### src/rtl/rseq_pkg.sv
package rseq_pkg;
    localparam int NGRP = 3;

    typedef enum logic [3:0] {
        ST_OFF  = 4'd0,
        ST_UP1  = 4'd1,
        ST_UP2  = 4'd2,
        ST_UP3  = 4'd3,
        ST_ON   = 4'd4,
        ST_STOP = 4'd5,
        ST_DN3  = 4'd6,
        ST_DN2  = 4'd7,
        ST_DN1  = 4'd8,
        ST_WAIT = 4'd9,
        ST_LOCK = 4'd10
    } seq_state_e;
endpackage

### src/rtl/rseq_grp_eval.sv
module rseq_grp_eval #(
    parameter int RPG = 2,
    localparam int LW = (RPG > 1) ? $clog2(RPG) : 1
) (
    input  logic [RPG-1:0] hi,
    input  logic [RPG-1:0] lo,
    input  logic [RPG-1:0] flt,
    input  logic [RPG-1:0] en,
    output logic           all_hi,
    output logic           all_lo,
    output logic           flt_any,
    output logic [LW-1:0]  flt_loc,
    output logic [LW-1:0]  miss_hi_loc,
    output logic [LW-1:0]  miss_lo_loc
);
    logic [RPG-1:0] live_flt;

    always_comb begin
        live_flt    = flt & en;
        all_hi      = &hi;
        all_lo      = &lo;
        flt_any     = |live_flt;
        flt_loc     = '0;
        miss_hi_loc = '0;
        miss_lo_loc = '0;
        // descending scan leaves the lowest matching index
        for (int i = RPG - 1; i >= 0; i--) begin
            if (live_flt[i]) flt_loc     = LW'(i);
            if (!hi[i])      miss_hi_loc = LW'(i);
            if (!lo[i])      miss_lo_loc = LW'(i);
        end
    end
endmodule

### src/rtl/rseq_timer.sv
module rseq_timer #(
    parameter int LIMIT = 16,
    localparam int CW = $clog2(LIMIT + 1)
) (
    input  logic clk,
    input  logic rst_n,
    input  logic clr,
    input  logic run,
    output logic expired
);
    logic [CW-1:0] cnt_d, cnt_q;

    always_comb begin
        cnt_d = cnt_q;
        if (clr || !run)
            cnt_d = '0;
        else if (cnt_q != CW'(LIMIT - 1))
            cnt_d = cnt_q + 1'b1;
    end

    always_ff @(posedge clk or negedge rst_n) begin
        if (!rst_n) cnt_q <= '0;
        else        cnt_q <= cnt_d;
    end

    assign expired = run && (cnt_q == CW'(LIMIT - 1));

    // the wait counter never runs past its limit
    p_cnt_bound_r8: assert property (@(posedge clk) disable iff (!rst_n)
        cnt_q <= CW'(LIMIT - 1));
endmodule

### src/rtl/rail_seq_top.sv
module rail_seq_top
    import rseq_pkg::*;
#(
    parameter int RAILS_PER_GRP = 2,
    parameter int TIMEOUT_CYC   = 1000,
    parameter int RETRY_DLY_CYC = 5000,
    parameter int MAX_RETRY     = 3,
    localparam int NR = NGRP * RAILS_PER_GRP,
    localparam int IW = $clog2(NR),
    localparam int LW = (RAILS_PER_GRP > 1) ? $clog2(RAILS_PER_GRP) : 1,
    localparam int CW = $clog2(MAX_RETRY + 2)
) (
    input  logic          clk,
    input  logic          rst_n,
    input  logic          pwr_req,
    input  logic [NR-1:0] rail_hi,
    input  logic [NR-1:0] rail_lo,
    input  logic [NR-1:0] rail_flt,
    output logic [NR-1:0] rail_en,
    output logic          sys_ready,
    output logic [3:0]    seq_state,
    output logic          flt_valid,
    output logic [IW-1:0] flt_rail,
    output logic [3:0]    flt_state,
    output logic          flt_timeout
);
    localparam int RPG = RAILS_PER_GRP;

    typedef struct packed {
        seq_state_e    st;
        logic [NR-1:0] en;
        logic          rdy;
        logic          fv;
        logic [IW-1:0] frail;
        logic [3:0]    fst;
        logic          ftmo;
        logic          pend;
        logic [CW-1:0] rcnt;
    } regs_t;

    regs_t r_d, r_q;

    logic [NGRP-1:0] all_hi, all_lo, flt_any;
    logic [IW-1:0]   flt_glb [NGRP];
    logic [IW-1:0]   mhi_glb [NGRP];
    logic [IW-1:0]   mlo_glb [NGRP];
    logic [IW-1:0]   fsel;
    logic            any_flt;
    logic [1:0]      wg;
    logic            pend_now;
    logic            tmo_exp, dly_exp, tmo_run, tmo_clr, dly_run;

    // ---------------- per-group evaluation ----------------
    for (genvar g = 0; g < NGRP; g++) begin : g_grp
        logic [LW-1:0] fl, mh, ml;
        rseq_grp_eval #(.RPG(RPG)) i_eval (
            .hi          (rail_hi[g*RPG +: RPG]),
            .lo          (rail_lo[g*RPG +: RPG]),
            .flt         (rail_flt[g*RPG +: RPG]),
            .en          (r_q.en[g*RPG +: RPG]),
            .all_hi      (all_hi[g]),
            .all_lo      (all_lo[g]),
            .flt_any     (flt_any[g]),
            .flt_loc     (fl),
            .miss_hi_loc (mh),
            .miss_lo_loc (ml)
        );
        assign flt_glb[g] = IW'(g * RPG) + IW'(fl);
        assign mhi_glb[g] = IW'(g * RPG) + IW'(mh);
        assign mlo_glb[g] = IW'(g * RPG) + IW'(ml);
    end

    always_comb begin
        fsel = '0;
        for (int g = NGRP - 1; g >= 0; g--)
            if (flt_any[g]) fsel = flt_glb[g];
    end
    assign any_flt = |flt_any;

    // ---------------- timers ----------------
    assign tmo_run = (r_q.st inside {ST_UP1, ST_UP2, ST_UP3, ST_DN3, ST_DN2, ST_DN1});
    assign tmo_clr = (r_d.st != r_q.st);
    assign dly_run = (r_q.st == ST_WAIT);

    rseq_timer #(.LIMIT(TIMEOUT_CYC)) i_tmo (
        .clk(clk), .rst_n(rst_n), .clr(tmo_clr), .run(tmo_run), .expired(tmo_exp));

    rseq_timer #(.LIMIT(RETRY_DLY_CYC)) i_dly (
        .clk(clk), .rst_n(rst_n), .clr(tmo_clr), .run(dly_run), .expired(dly_exp));

    // ---------------- helpers ----------------
    function automatic logic [1:0] wait_grp(seq_state_e s);
        case (s)
            ST_UP2, ST_DN2: return 2'd1;
            ST_UP3, ST_DN3: return 2'd2;
            default:        return 2'd0;
        endcase
    endfunction

    function automatic seq_state_e down_of(logic [1:0] g);
        case (g)
            2'd2:    return ST_DN3;
            2'd1:    return ST_DN2;
            default: return ST_DN1;
        endcase
    endfunction

    function automatic int grp_on(seq_state_e s);
        case (s)
            ST_UP1, ST_DN2:               return 1;
            ST_UP2, ST_DN3:               return 2;
            ST_UP3, ST_ON, ST_STOP:       return 3;
            default:                      return 0;
        endcase
    endfunction

    // ---------------- next-state logic ----------------
    always_comb begin
        r_d      = r_q;
        wg       = wait_grp(r_q.st);
        pend_now = r_q.pend;
        case (r_q.st)
            ST_OFF: begin
                if (pwr_req) begin
                    r_d.st    = ST_UP1;
                    r_d.fv    = 1'b0;
                    r_d.frail = '0;
                    r_d.fst   = '0;
                    r_d.ftmo  = 1'b0;
                    r_d.pend  = 1'b0;
                    r_d.rcnt  = '0;
                end
            end
            ST_UP1, ST_UP2, ST_UP3: begin
                if (any_flt) begin
                    r_d.fv    = 1'b1;
                    r_d.frail = fsel;
                    r_d.fst   = r_q.st;
                    r_d.ftmo  = 1'b0;
                    r_d.pend  = 1'b1;
                    r_d.st    = down_of(wg);
                end else if (!pwr_req) begin
                    r_d.st = down_of(wg);
                end else if (all_hi[wg]) begin
                    r_d.st = (r_q.st == ST_UP1) ? ST_UP2 :
                             (r_q.st == ST_UP2) ? ST_UP3 : ST_ON;
                end else if (tmo_exp) begin
                    r_d.fv    = 1'b1;
                    r_d.frail = mhi_glb[wg];
                    r_d.fst   = r_q.st;
                    r_d.ftmo  = 1'b1;
                    r_d.pend  = 1'b1;
                    r_d.st    = down_of(wg);
                end
            end
            ST_ON: begin
                if (any_flt) begin
                    r_d.fv    = 1'b1;
                    r_d.frail = fsel;
                    r_d.fst   = r_q.st;
                    r_d.ftmo  = 1'b0;
                    r_d.pend  = 1'b1;
                    r_d.st    = ST_STOP;
                end else if (!pwr_req) begin
                    r_d.st = ST_STOP;
                end
            end
            ST_STOP: r_d.st = ST_DN3;
            ST_DN3, ST_DN2, ST_DN1: begin
                if (tmo_exp && !all_lo[wg] && !r_q.pend) begin
                    r_d.fv    = 1'b1;
                    r_d.frail = mlo_glb[wg];
                    r_d.fst   = r_q.st;
                    r_d.ftmo  = 1'b1;
                    r_d.pend  = 1'b1;
                    pend_now  = 1'b1;
                end
                if (all_lo[wg] || tmo_exp) begin
                    case (r_q.st)
                        ST_DN3:  r_d.st = ST_DN2;
                        ST_DN2:  r_d.st = ST_DN1;
                        default: r_d.st = !pend_now ? ST_OFF :
                                          (r_q.rcnt < CW'(MAX_RETRY)) ? ST_WAIT : ST_LOCK;
                    endcase
                end
            end
            ST_WAIT: begin
                if (!pwr_req) begin
                    r_d.st = ST_OFF;
                end else if (dly_exp) begin
                    r_d.rcnt = r_q.rcnt + 1'b1;
                    r_d.pend = 1'b0;
                    r_d.st   = ST_UP1;
                end
            end
            ST_LOCK: if (!pwr_req) r_d.st = ST_OFF;
            default: r_d.st = ST_OFF;
        endcase

        for (int r = 0; r < NR; r++)
            r_d.en[r] = ((r / RPG) < grp_on(r_d.st));
        r_d.rdy = (r_d.st == ST_ON);
    end

    always_ff @(posedge clk or negedge rst_n) begin
        if (!rst_n) r_q <= '0;
        else        r_q <= r_d;
    end

    assign rail_en     = r_q.en;
    assign sys_ready   = r_q.rdy;
    assign seq_state   = r_q.st;
    assign flt_valid   = r_q.fv;
    assign flt_rail    = r_q.frail;
    assign flt_state   = r_q.fst;
    assign flt_timeout = r_q.ftmo;

    // ---------------- assertions ----------------
    p_ready_full_r4: assert property (@(posedge clk) disable iff (!rst_n)
        sys_ready |-> (&rail_en));

    p_ready_lead_r4: assert property (@(posedge clk) disable iff (!rst_n)
        sys_ready |=> (&rail_en[NR-1 -: RPG]));

    for (genvar g = 1; g < NGRP; g++) begin : g_chk
        p_grp_order_r2: assert property (@(posedge clk) disable iff (!rst_n)
            (|rail_en[g*RPG +: RPG]) |-> (&rail_en[(g-1)*RPG +: RPG]));

        p_up_gate_r3: assert property (@(posedge clk) disable iff (!rst_n)
            $rose(rail_en[g*RPG]) |-> $past(all_hi[g-1]));

        p_dn_gate_r5: assert property (@(posedge clk) disable iff (!rst_n)
            ($fell(rail_en[(g-1)*RPG]) && $past(r_q.st inside {ST_DN3, ST_DN2, ST_DN1}))
            |-> $past(all_lo[g] || tmo_exp));
    end

    p_fault_rec_r6: assert property (@(posedge clk) disable iff (!rst_n)
        (any_flt && (r_q.st inside {ST_UP1, ST_UP2, ST_UP3, ST_ON})) |=> flt_valid);

    p_lock_off_r10: assert property (@(posedge clk) disable iff (!rst_n)
        (r_q.st == ST_LOCK) |-> (rail_en == '0));

    p_retry_cap_r10: assert property (@(posedge clk) disable iff (!rst_n)
        r_q.rcnt <= CW'(MAX_RETRY));
endmodule

### config.mk
export PLATFORM = sky130hd
export DESIGN_NAME = rail_seq_top
export DESIGN_NICKNAME = d
export VERILOG_FILES = /design/src/rtl/rseq_pkg.sv /design/src/rtl/rseq_grp_eval.sv /design/src/rtl/rseq_timer.sv /design/src/rtl/rail_seq_top.sv
export SDC_FILE = /design/constraint.sdc
export NUM_CORES = 1
export LEC_CHECK = 0
export ABC_AREA = 1
export BUFFER_PORTS_ARGS = -buffer_cell sky130_fd_sc_hd__buf_4
export CAP_MARGIN = 20
export CORE_MARGIN = 2
export CORE_UTILIZATION = 45
export CTS_BUF_LIST = sky130_fd_sc_hd__clkbuf_4 sky130_fd_sc_hd__clkbuf_8
export DETAILED_ROUTE_END_ITERATION = 7
export PLACE_DENSITY = 0.64
export SLEW_MARGIN = 20
export SYNTH_ARGS = -nofsm -noshare
export SYNTH_HDL_FRONTEND = slang
export SYNTH_SLANG_ARGS = --single-unit
### constraint.sdc
create_clock -name clk -period 2.71 [get_ports clk]
set_input_delay 0.271 -clock clk [delete_from_list [all_inputs] [get_ports clk]]
set_output_delay 0.271 -clock clk [all_outputs]
set_load 0.01 [all_outputs]
== Yosys cells after proc, flatten, opt, wreduce, memory -nomap -nowiden ==
Cells that the tools add are included.
Storage, ports and cells
  bits in registers: 46
  latch bits: 0
  memory bits (writable): 0
  memory bits (read-only): 0
  output and inout bits: 20
  memories: 0
Operators by class
  $add $sub $neg: 9
  $mul: 0
  divide/modulo/power cells: 0
  order comparisons: 6
  eq/ne operators: 32
  shift operators: 0
  multiplexer cells: 69
  bitwise logic cells: 4
  reductions and logical operators: 38
Operator list (count)
  $mux 10: 8
  $mux 4: 14
  $mux 13: 3
  $pmux 9 s4: 1
  $eq 4x3->1 const B: 8
  $pmux 4 s7: 1
  $mux 3: 9
  $mux 1: 22
  $eq 4x2->1 const B: 4
  $pmux 4 s2: 2
  $reduce_or 2->1: 7
  $add 13x1->13 const B: 1
  $eq 13x13->1 const B: 1
  $ne 13x13->1 const B: 1
  $bmux 3 s2: 2
  $eq 4x4->1 const B: 3
  $reduce_and 2->1: 6
  $add 10x1->10 const B: 1
  $eq 10x10->1 const B: 1
  $ne 10x10->1 const B: 1
  $ne 2x2->1 const B: 5
  $add 2x1->3 const A: 3
  $add 3x1->3 const A: 3
  $ne 3x3->1 const B: 3
  31 further kinds: 48

== Logic depth before layout (Yosys ltp) ==
Gate-level depths: netlist of run 1.
  depth in word-level cells: 18
  mapped depth: 23
  depth with buffers taken out: 22

== Cells and area by module ==
Synthesis of run 1 repeated with hierarchy kept, for this count alone.
Second synthesis, totals
  cells, all modules: 537
  area total of the unflattened synthesis: 3429.5 um^2
Modules (own cells, without submodules)
  rail_seq_top: instances 1, cells an instance 288, area an instance 1853.0 um^2, sequential area each 525.5 um^2
  rseq_timer (i_dly): instances 1, cells an instance 121, area an instance 810.8 um^2, sequential area each 325.3 um^2
  rseq_timer (i_tmo): instances 1, cells an instance 89, area an instance 604.3 um^2, sequential area each 250.2 um^2
  rseq_grp_eval: instances 3, cells an instance 13, area an instance 53.8 um^2, sequential area each 0.0 um^2

== Worst setup path before layout of run 1 ==
No wires, ideal clock.
  path kind: flip-flop to flip-flop
  from: register r_q, in the netlist seq_state[3]
  to: register r_q, in the netlist flt_valid
  setup time: 0.123 ns
  arrival time: 2.385 ns
  slack: 0.202 ns
  stages on the path, launching flop included: 17
  clock period less this slack: 2.508 ns
  cells stage by stage: dfrtp_1 nor2_2 nand2_1 nand2_2 inv_1 ha_1 inv_1 nand2_4 nand2_2 nand3_4 nand2_4 nand2_1 a221oi_2 nand3_2 buf_2 nand2_1 o21ai_1
Between the ends
  longest elaborated chain between the ends: 10
  elaborated cells between the ends (all ways): 31
  those cells by class: 13 x eq/ne; 6 x mux; 12 x reduce/logical
RTL lines
  start: declaration: line rail_seq_top.sv:41  | regs_t r_d, r_q;
  start signal: assignment: line rail_seq_top.sv:207  | else r_q <= r_d;
  $eq 4x2->1 or $eq 4x3->1 (tied branches): line rail_seq_top.sv:81, rail_seq_top.sv:93, rail_seq_top.sv:122
  $reduce_or 2->1: line rail_seq_top.sv:93  | case (s)
  $pmux 2 s2: line rail_seq_top.sv:93
  $bmux 1 s2: line rail_seq_top.sv:170  | if (tmo_exp && !all_lo[wg] && !r_q.pend) begin
  $mux 1 (not written as such): line rail_seq_top.sv:170
  $logic_not 1->1: line rail_seq_top.sv:170
  $logic_and 1x1->1 (2 in a row): line rail_seq_top.sv:170
  $ne 2x2->1 (no source line)
  $reduce_and 7->1 (no source line)
Several ways; a longest one is shown, not always the timed one. The select of a mux whose other input is x is not followed.
A chain may end at the register's enable or synchronous reset.

==> out/results.ini, run 1 <==
[timing]
fin_crit_sh=0.942
slew_viol_final=0
fmax_mhz=392
clock-skew-final_ns=0.0118
worst_pin_slew_ns=0.564
slew_headroom=0.624
hold_viol=0
setup_viol=0
fin_crit_ns=2.55

[placement]
dp_hpwl_um=5530
place.gp.congestion=0.952
io_buffer_count=40
place_area_um2=3550

[clocking]
cts-buffers-inserted=5
clock-root-buffer=clkbuf_8
htreeDepth=2
cts.sinks=44
clkTransAtPathRegs_ns=0.09
cts_tree=done
clockBufferDepth=2
clock_latency_ns=0.30

[final_layout]
nets=512
diodes=0
fin_area_um2=3830
area_growth_pct=20.4
layout-drive-gt1-share=0.291

[global_route]
antenna_found_initial=0
track_usage=0.194
grt_pass1_vias=2513
overflow=0
grt_max_degree=45
grt_pass1_wl_um=11900

[critical_path]
slowest_stage=dfrtp_2
required_ns=2.94
crit_type=reg2reg
cp.arrival_ns=2.79
startpoint_type=flop
cpMostUsedCell=nand2_2
crit_path_max_incr_delay_ns=0.48
endpoint_kind=flop
r2r_cells=18
crit_chain=inv_4 > nand2_1 > nor2_4 > a21oi_4 > buf_4 > ha_4 > nand3_1 > nand2_1 > inv_2 > nand2_2 > nand3_2 > a21oi_2 > nand2_2 > nand2_2 > nand2_2 > nor2_4 > nand3_4 > nor2_2
crit_fanout=5

[floorplan]
die_h_um=88.1
start_util=0.466
coreArea_um2=6830
io_pins=41
die-area_um2=7760
fp-row-count=30
die_width_um=88.1

[drt]
drtIter0Drc=175
drt_pass1_iterations=4
post_drt_wl_per_cell_um=12.6
wl_um=7320
drc=0
vias_per_cell=4.83
via_count=2807
antenna_left=0

[power_and_ir_drop]
total_power_mw=3.31
pwr_density_cell_nw_per_um2=865
leakage_nw=1.95
ir_drop_uv=414

[synth]
synth_enable_flop_cells=0
yosysSeqAreaShare=0.346
synth.distinct_cells=42
synth_nets=464
synth_cells=436
yosys.area.top_type=dfrtp_1
synth_flop_cell=dfrtp_1
ys_top_cells_by_area=dfrtp_1 35%, nand2_1 12%, inv_1 7.6%
synth_warnings=0
synth_commonest_cells=100 x nand2_1, 64 x inv_1, 44 x dfrtp_1, 40 x nor2_1, 28 x nand3_1
synth-seq-cells=44
syn-mean-instance-area_um2=7.29
yosysMostFrequentCell=nand2_1
synthArstFlopShare=1.00
syn-cell-area_um2=3180
synth_top_area_share=0.346

[run_status]
outcome=finished clean

[run]
max_cap_viol_count=0

[worst_hold_path]
hold_path_class=in2reg
min_path_cells=6

-- cell usage in the layout (no fill, tap or decap), drive strengths merged, types with 4 or more instances in the layout --
cell type	instances
nand4	6
nand3	38
dfrtp	44
ha	7
xor2	6
inv	72
clkbuf	6
nor2	57
nor3	4
o21ai	18
a21oi	13
buf	59
nand3b	4
nand2	121
xnor2	4
nor4	4
-- worst paths after layout --
path	slack, ns	to	from
min	0.44	flt_rail[0]	rail_flt[0]
max in group asynchronous	1.79	seq_state[3]	rst_n
max	0.16	i_tmo.cnt_q[0]	seq_state[0]
min reg2reg	0.47	i_dly.cnt_q[0]	i_dly.cnt_q[0]
max reg2reg	0.16	i_tmo.cnt_q[0]	seq_state[0]
min in group asynchronous	0.51	flt_state[0]	rst_n
-- metal layers --
layer  up-vias  track usage  part of all wire
met5         -            0                 0
met4         0       0.0386            0.0087
met3         8       0.0424             0.046
met2        60        0.297              0.43
met1      1271        0.283              0.51
li1       1468            -                 -
-- critical path: cells and delay by family, from the launching register on --
| kind | cells | cell delay [ns] |
|---|---|---|
| DFF | 1 | 0.48 |
| adders and majority gates | 1 | 0.27 |
| buffers and inverters | 3 | 0.29 |
| and+or+nand+nor | 12 | 1.22 |
| AOI/OAI and AO/OA | 2 | 0.24 |
-- logic make-up (layout without fill, tap and decap cells) --
family / after synthesis / in the layout / synth area share
AO/OA/AOI/OAI: 42 / 42 / 0.0842
XOR/XNOR: 10 / 10 / 0.0275
adder cells (fa/ha/maj): 7 / 7 / 0.0275
buffers and inverters: 92 / 140 / 0.130
flip-flops: 44 / 44 / 0.346
AND/OR/NAND/NOR: 241 / 242 / 0.384
-- per-stage QoR --
stage	TNS, ns	hold WS (ns)	std cells	setup WS, ns	util
2_1_floorplan	0	-0.0246	436	0.202	-
3_3_place_gp	0	0.305	565	0.108	0.520
3_5_place_dp	0	0.308	565	0.00477	0.520
4_1_cts	0	0.421	574	0.0155	0.539
5_1_grt	-0.132	0.471	581	-0.0252	0.561
6_report	0	0.436	581	0.156	0.561
-- state kept, by name, indices dropped and copies added (netlist names) --
| name | cells |
|---|---|
| rail_en | 3 |
| flt_rail | 3 |
| sys_ready | 1 |
| i_tmo.cnt_q | 10 |
| flt_valid | 1 |
| i_dly.cnt_q | 13 |
| r_q | 4 |
| flt_state | 4 |
| flt_timeout | 1 |
| seq_state | 4 |
-- timing repair --
item                       4_1_cts  5_1_grt
hold endpoints to repair        44        0
gates resized for setup          1       23
setup endpoints to repair        3       23
gates cloned                     0        1
pin swaps                        0        8
buffers inserted                 0        6
hold buffers                     1        0
-- area by class of cell --
cell class,instances,area [um2]
fill,677,3000
multi-input combinational,301,1770
sequential,44,1110
timing repair buffer,60,453
inverter,72,273
tap,96,120
clock buffer,6,76.3
clock inverter,2,35.0
-- where the power goes --
part           internal, mW  total [mW]  switching, mW
clock network         0.284       0.510          0.226
registers             0.772       0.874          0.101
logic                 0.735        1.93           1.20
total                  1.79        3.31           1.52
Note: power is estimated with default switching activity, not from simulation.
==> run 2: changes to the inputs <==
--- a/config.mk
+++ b/config.mk
@@ -5,7 +5,6 @@
 export SDC_FILE = /design/constraint.sdc
 export NUM_CORES = 1
 export LEC_CHECK = 0
-export ABC_AREA = 1
 export BUFFER_PORTS_ARGS = -buffer_cell sky130_fd_sc_hd__buf_4
 export CAP_MARGIN = 20
 export CORE_MARGIN = 2
==> out/results.ini, run 2 <==
[global_route]
grt_max_degree=45  ; unchanged
grt_pass1_vias=2968  ; +18%
antenna_found_initial=0  ; unchanged
overflow=0  ; unchanged
grt_pass1_wl_um=14500  ; +22%
track_usage=0.241  ; +0.0476

[critical_path]
endpoint_kind=flop
worst_path_dominant_cell_family=simple AND/OR/NAND/NOR gates
slowest_stage=or4b_1
startpoint_type=flop
crit_path_max_incr_delay_ns=0.47  ; about the same
crit_chain=xor2_4 > nor2_2 > inv_2 > ha_4 > nand3b_1 > or3_4 > a31o_1 > and3b_1 > a21o_1 > o21a_1 > or4b_1 > o211ai_1
cp.arrival_ns=3.18  ; +0.39 ns
required_ns=2.92  ; -0.02 ns
crit_fanout=3  ; -2
crit_type=reg2reg
cp_num_buf_inv=1  ; -2

[drt]
antenna_left=0  ; unchanged
drc=0  ; unchanged
vias_per_cell=5.56  ; +15%
drt_pass1_iterations=5  ; +1
drtIter0Drc=178  ; +1.7%
wl_um=8880  ; +21%
post_drt_wl_per_cell_um=16.3  ; +29%
via_count=3038  ; +8.2%

[clocking]
clockBufferDepth=2  ; unchanged
clkTransAtPathRegs_ns=0.08  ; about the same
clock-root-buffer=clkbuf_8
cts-buffers-inserted=5  ; unchanged
cts.sinks=44  ; unchanged
cts_tree=done
clock_latency_ns=0.29  ; about the same
htreeDepth=2  ; unchanged

[final_layout]
nets=479  ; -6.4%
diodes=0  ; unchanged
layout_commonest_cell=buf_4
area_growth_pct=33.7
post-route-util=0.625  ; +0.0647
reg_top3=i_dly.cnt_q (13), i_tmo.cnt_q (10)
top_register=i_dly.cnt_q
layout-drive-gt1-share=0.360  ; +0.0693
final_cell_mix=89 x buf_4, 42 x dfrtp_1, 33 x nand2_1, 33 x nor2_1, 18 x nand3_1
largest_reg_flops=13  ; unchanged
n_fill_cell=593  ; -12%

[timing]
holdWs_ns=0.373  ; -0.0623 ns
hold_viol=0  ; unchanged
fmax_mhz=337  ; -14%
slew_viol_final=0  ; unchanged
worst_pin_slew_ns=0.658  ; +0.0938 ns
tns_ns=-4.35  ; -4.35 ns
slew_headroom=0.557  ; -0.0671
rsz0062_at_grt=yes
fin_crit_sh=1.10  ; +0.154
worst_slack_ns=-0.261  ; -0.417 ns
setup_viol=27  ; +27
fin_crit_ns=2.97  ; +0.417 ns
clock-skew-final_ns=0.00450  ; -0.00727 ns

[floorplan]
coreArea_um2=6870  ; +0.55%
fp-row-count=30  ; unchanged
die_h_um=88.5  ; +0.49%
start_util=0.468  ; +0.00219
die-area_um2=7830  ; +0.98%
die_width_um=88.5  ; +0.49%
io_pins=41  ; unchanged

[power_and_ir_drop]
ir_drop_uv=575  ; +39%
leakage_nw=1.89  ; -2.9%
switching_power_mw=1.91  ; +25%
total_power_mw=4.40  ; +33%
p_seq_frac=0.204  ; -0.060
switching_share=0.435  ; -0.0250
pwr_density_cell_nw_per_um2=1020  ; +18%
p_int_mw=2.49  ; +39%
clkPwrFrac=0.109  ; -0.045
p_comb_frac=0.687  ; +0.104

[synth]
synth_top_area_share=0.343  ; -0.00350
synth_flop_cell=dfrtp_1
synth_warnings=0  ; unchanged
yosysSeqAreaShare=0.343  ; -0.00350
syn-cell-area_um2=3210  ; +1.0%
syn-mean-instance-area_um2=8.57  ; +17%
synth_cells=375  ; -14%
synth-seq-cells=44  ; unchanged
yosysMostFrequentCell=dfrtp_1
synth.distinct_cells=73  ; +74%
synth_enable_flop_cells=0  ; unchanged
yosys.area.top_type=dfrtp_1
synthArstFlopShare=1.00  ; unchanged
ys_top_cells_by_area=dfrtp_1 34%, buf_4 4.4%, nor2_1 4.0%
synth_commonest_cells=44 x dfrtp_1, 34 x nor2_1, 33 x nand2_1, 24 x o21ai_0, 19 x buf_4
synth_nets=403  ; -13%

[placement]
io_buffer_count=40  ; unchanged
dp_hpwl_um=6540  ; +18%
place.gp.congestion=0.992  ; +4.2%

[run_status]
outcome=finished with violations
violations=negative setup slack

[worst_hold_path]
hold_path_class=in2reg

[run]
max_cap_viol_count=0  ; unchanged

[run 2: cell count changes after synthesis, sizes merged, moves of 6 or more]
cell,before,now
nor2b,0,6
o21ai,18,27
and3,2,8
inv,72,17
nor3,4,15
nand2,121,34
buf,19,25
a21oi,13,19
nor2,57,34
nand3,37,19
[run 2: cell families after synthesis]
family	after synthesis	synth area share
flops	44	0.343
compound gates	95	0.200
fa+ha+maj	8	0.0304
xor+xnor	20	0.0627
mux	7	0.0234
buf+inv	46	0.0798
simple gates	155	0.261
[run 2: layout make-up]
type	instances	area, um2	share of cell area
Clock buffer	5	68.8	0.0160
Clock inverter	1	30.0	0.00699
Timing Repair Buffer	98	786	0.183
Inverter	17	63.8	0.0149
Sequential cell	44	1100	0.257
Multi-Input combinational cell	285	2120	0.494
Tap cell	96	120	0.0280
[run 2: final timing paths]
| kind | start | to | slack (ns) | depth (start not counted) |
|---|---|---|---|---|
| worst min-delay path | pwr_req | i_dly.cnt_q[2] | 0.37 | 3 |
| worst min register to register | i_dly.cnt_q[0] | i_dly.cnt_q[0] | 0.51 | 1 |
| worst max register to register | seq_state[2] | rail_en[4] | -0.26 | 12 |
| worst max-delay path | seq_state[2] | rail_en[4] | -0.26 | 12 |
| min in group asynchronous | rst_n | flt_state[1] | 0.50 | 2 |
| max in group asynchronous | rst_n | seq_state[0] | 1.79 | 2 |
[run 2: metrics by stage]
step / std cells / area (um2) / setup WS (ns)
floorplan: 375 / 3330 / -0.168
global placement: 529 / 3920 / -0.239
detailed placement: 529 / 3920 / -0.250
CTS: 541 / 4160 / -0.220
global route: 546 / 4300 / -0.386
finish: 546 / 4300 / -0.261
[run 2: layer usage]
| metal | wire length (um) | track usage | up-vias |
|---|---|---|---|
| met2 | 4340 | 0.397 | 85 |
| met3 | 373 | 0.0373 | 14 |
| met5 | 0 | 0 | - |
| met4 | 111 | 0.0675 | 0 |
| met1 | 4050 | 0.332 | 1461 |
| li1 | - | - | 1478 |
[run 2: repair_timing]
item | in CTS | in global routing
hold endpoints to repair | 35 | 0
gates resized for setup | 31 | 20
buffers inserted | 6 | 6
hold buffers | 1 | 0
setup endpoints to repair | 26 | 30
pin swaps | 13 | 11
[run 2: tightest hold or removal path, cell delays in order]
cell and delay [ns]:
buf_4 0.14, nand3_1 0.15, nor2_1 0.07
[run 2: power groups by stage]
stage	logic (mW)	clock network (mW)	registers, mW
floorplan	1.65	0	0.874
global placement	2.54	0	0.896
detailed placement	2.55	0	0.902
CTS	2.76	0.489	0.894
global route	3.23	0.523	0.913
finish	3.02	0.478	0.898
==> run 3: changes to the inputs <==
--- a/config.mk
+++ b/config.mk
@@ -8,10 +8,10 @@
 export BUFFER_PORTS_ARGS = -buffer_cell sky130_fd_sc_hd__buf_4
 export CAP_MARGIN = 20
 export CORE_MARGIN = 2
-export CORE_UTILIZATION = 45
+export CORE_UTILIZATION = 60
 export CTS_BUF_LIST = sky130_fd_sc_hd__clkbuf_4 sky130_fd_sc_hd__clkbuf_8
 export DETAILED_ROUTE_END_ITERATION = 7
-export PLACE_DENSITY = 0.64
+export PLACE_DENSITY = 0.81
 export SLEW_MARGIN = 20
 export SYNTH_ARGS = -nofsm -noshare
 export SYNTH_HDL_FRONTEND = slang
==> constraint.sdc (replaced) <==
create_clock -name clk -period 3.5 [get_ports clk]
set_input_delay 0.35 -clock clk [delete_from_list [all_inputs] [get_ports clk]]
set_output_delay 0.35 -clock clk [all_outputs]
set_load 0.01 [all_outputs]
==> out/results.ini, run 3 (synthesis gave the netlist of run 2 again) <==
[final_layout]
layout_commonest_cell=buf_4
reg_top3=i_dly.cnt_q (13), i_tmo.cnt_q (10)
top_register=i_dly.cnt_q
layout-drive-gt1-share=0.190  ; -0.170
nets=427  ; -11%
final_cells=470  ; -14%
diodes=0  ; unchanged
largest_reg_flops=13  ; unchanged
final_cell_mix=46 x buf_4, 44 x dfrtp_1, 34 x nor2_1
n_fill_cell=446  ; -25%
area_growth_pct=11.8

[clocking]
cts_resized=0  ; -100%
cts.sinks=44  ; unchanged
clkTransAtPathRegs_ns=0.09  ; about the same
clock_latency_ns=0.31  ; +0.02 ns
htreeDepth=2  ; unchanged
cts_hold_buf=0  ; -1
post_cts_buffers=0  ; -6
clockBufferDepth=2  ; unchanged
clock-root-buffer=clkbuf_8
cts_tree=done
cts-buffers-inserted=5  ; unchanged

[power_and_ir_drop]
switching_share=0.451  ; +0.0163
p_comb_frac=0.581  ; -0.106
ir_drop_uv=573  ; -0.47%
p_seq_frac=0.261  ; +0.057
p_int_mw=1.45  ; -42%
switching_power_mw=1.19  ; -38%
clkPwrFrac=0.158  ; +0.049
leakage_nw=1.60  ; -16%
pwr_density_cell_nw_per_um2=735  ; -28%
total_power_mw=2.64  ; -40%

[critical_path]
crit_chain=xor2_4 > nor2_1 > inv_1 > ha_1 > nor3b_2 > and4_1 > o21ai_2 > nand3_1 > a31oi_1 > nor3_4 > or4b_1 > o211ai_1
cp.arrival_ns=3.53  ; +0.35 ns
critPathLaunch=seq_state[0]
crit_type=reg2reg
reg2reg_to=rail_en[4]
crit_fanout=7  ; +4
startpoint_type=flop
crit_end=rail_en[4]
slowest_stage=or4b_1
cp_num_buf_inv=1  ; unchanged
reg2reg_from=seq_state[0]
crit_path_max_incr_delay_ns=0.48  ; about the same
worst_path_dominant_cell_family=simple AND/OR/NAND/NOR gates
r2r_slack_ns=0.19  ; +0.45 ns
crit_cells=12  ; unchanged
endpoint_kind=flop
r2r_cells=12  ; unchanged
required_ns=3.72  ; +0.80 ns

[drt]
antenna_left=0  ; unchanged
drtIter0Drc=246  ; +38%
drt_pass1_iterations=6  ; +1
vias_per_cell=5.99  ; +7.6%
wl_um=7720  ; -13%
via_count=2815  ; -7.3%
drc=0  ; unchanged
post_drt_wl_per_cell_um=16.4  ; +0.92%

[run]
max_cap_viol_count=0  ; unchanged

[timing]
worst_slack_ns=0.189  ; +0.449 ns
fmax_mhz=302  ; -10%
clock-skew-final_ns=0.0118  ; +0.00733 ns
holdWs_ns=0.0212  ; -0.352 ns
tns_ns=0  ; +4.35 ns
fin_crit_ns=3.31  ; +0.341 ns
fin_crit_sh=0.946  ; -0.150
hold_viol=0  ; unchanged
rsz0062_at_grt=no
slew_headroom=0.574  ; +0.0174
worst_pin_slew_ns=0.636  ; -0.0219 ns
setup_viol=0  ; -100%
slew_viol_final=0  ; unchanged

[floorplan]
die-area_um2=5960  ; -24%
start_util=0.625  ; +0.157
die_width_um=77.2  ; -13%
die_h_um=77.2  ; -13%
coreArea_um2=5140  ; -25%
fp-row-count=26  ; -13%
io_pins=41  ; unchanged

[global_route]
track_usage=0.275  ; +0.0336
grt_max_degree=45  ; unchanged
grt_pass1_vias=2705  ; -8.9%
overflow=0  ; unchanged
grt_pass1_wl_um=13100  ; -9.8%
antenna_found_initial=0  ; unchanged

[worst_hold_path]
hold_path_class=in2async

[placement]
dp_hpwl_um=5750  ; -12%
post-place-cells=462  ; -13%
dp_worst_setup_slack_ns=0.221  ; +0.471 ns
place.gp.congestion=0.939  ; -5.3%
io_buffer_count=40  ; unchanged

[run_status]
outcome=finished clean

[run 3: cell types whose count changed in the layout (fill, tap and decap cells not counted), sizes merged]
cell,previous run,this run
buf,97,46
clkbuf,5,6
clkinv,0,1
dlygate4sd3,1,0
[run 3: per-layer routing]
| metal | vias to the layer above | track usage | share of wire |
|---|---|---|---|
| met3 | 29 | 0.0635 | 0.061 |
| met1 | 1305 | 0.384 | 0.47 |
| met4 | 0 | 0.0857 | 0.024 |
| li1 | 1375 | - | - |
| met2 | 106 | 0.423 | 0.45 |
| met5 | - | 0 | 0 |
[run 3: stage by stage]
step / area (um2) / utilization
finish: 3590 / 0.699
global route: 3590 / 0.699
CTS: 3570 / 0.695
detailed placement: 3450 / 0.672
global placement: 3450 / 0.672
floorplan: 3210 / -
[run 3: worst min-delay path by stage]
stage | startpoint | endpoint | depth (start not counted)
global placement | rst_n | rail_en[3] | 1
floorplan | rst_n | flt_rail[0] | 0
detailed placement | rst_n | rail_en[3] | 1
global route | rst_n | rail_en[3] | 1
finish | rst_n | rail_en[3] | 1
CTS | rst_n | seq_state[3] | 1
[run 3: worst register-to-register path, cell delays in order (launching register included)]
cell	delay (ns)
dfrtp_1	0.45
xor2_4	0.22
nor2_1	0.22
inv_1	0.11
ha_1	0.23
nor3b_2	0.30
and4_1	0.28
o21ai_2	0.11
nand3_1	0.21
a31oi_1	0.16
nor3_4	0.34
or4b_1	0.48
o211ai_1	0.12
[run 3: power by group through the flow]
stage | Combinational (mW) | Clock [mW] | Sequential [mW]
after global placement | 1.45 | 0 | 0.691
after detailed placement | 1.47 | 0 | 0.696
after global routing | 1.69 | 0.442 | 0.701
final | 1.53 | 0.418 | 0.688
after CTS | 1.48 | 0.426 | 0.688
after floorplan | 1.16 | 0 | 0.674
[run 3: area by class of cell]
class / instances / area, um2 / share of cell area
clock buffers: 6 / 82.6 / 0.0230
clock inverters: 2 / 38.8 / 0.0108
inverters: 17 / 63.8 / 0.0178
multi-input cells: 285 / 1870 / 0.521
flip-flops and latches: 44 / 1100 / 0.307
well taps: 70 / 87.6 / 0.0244
repair buffers: 46 / 345 / 0.0961
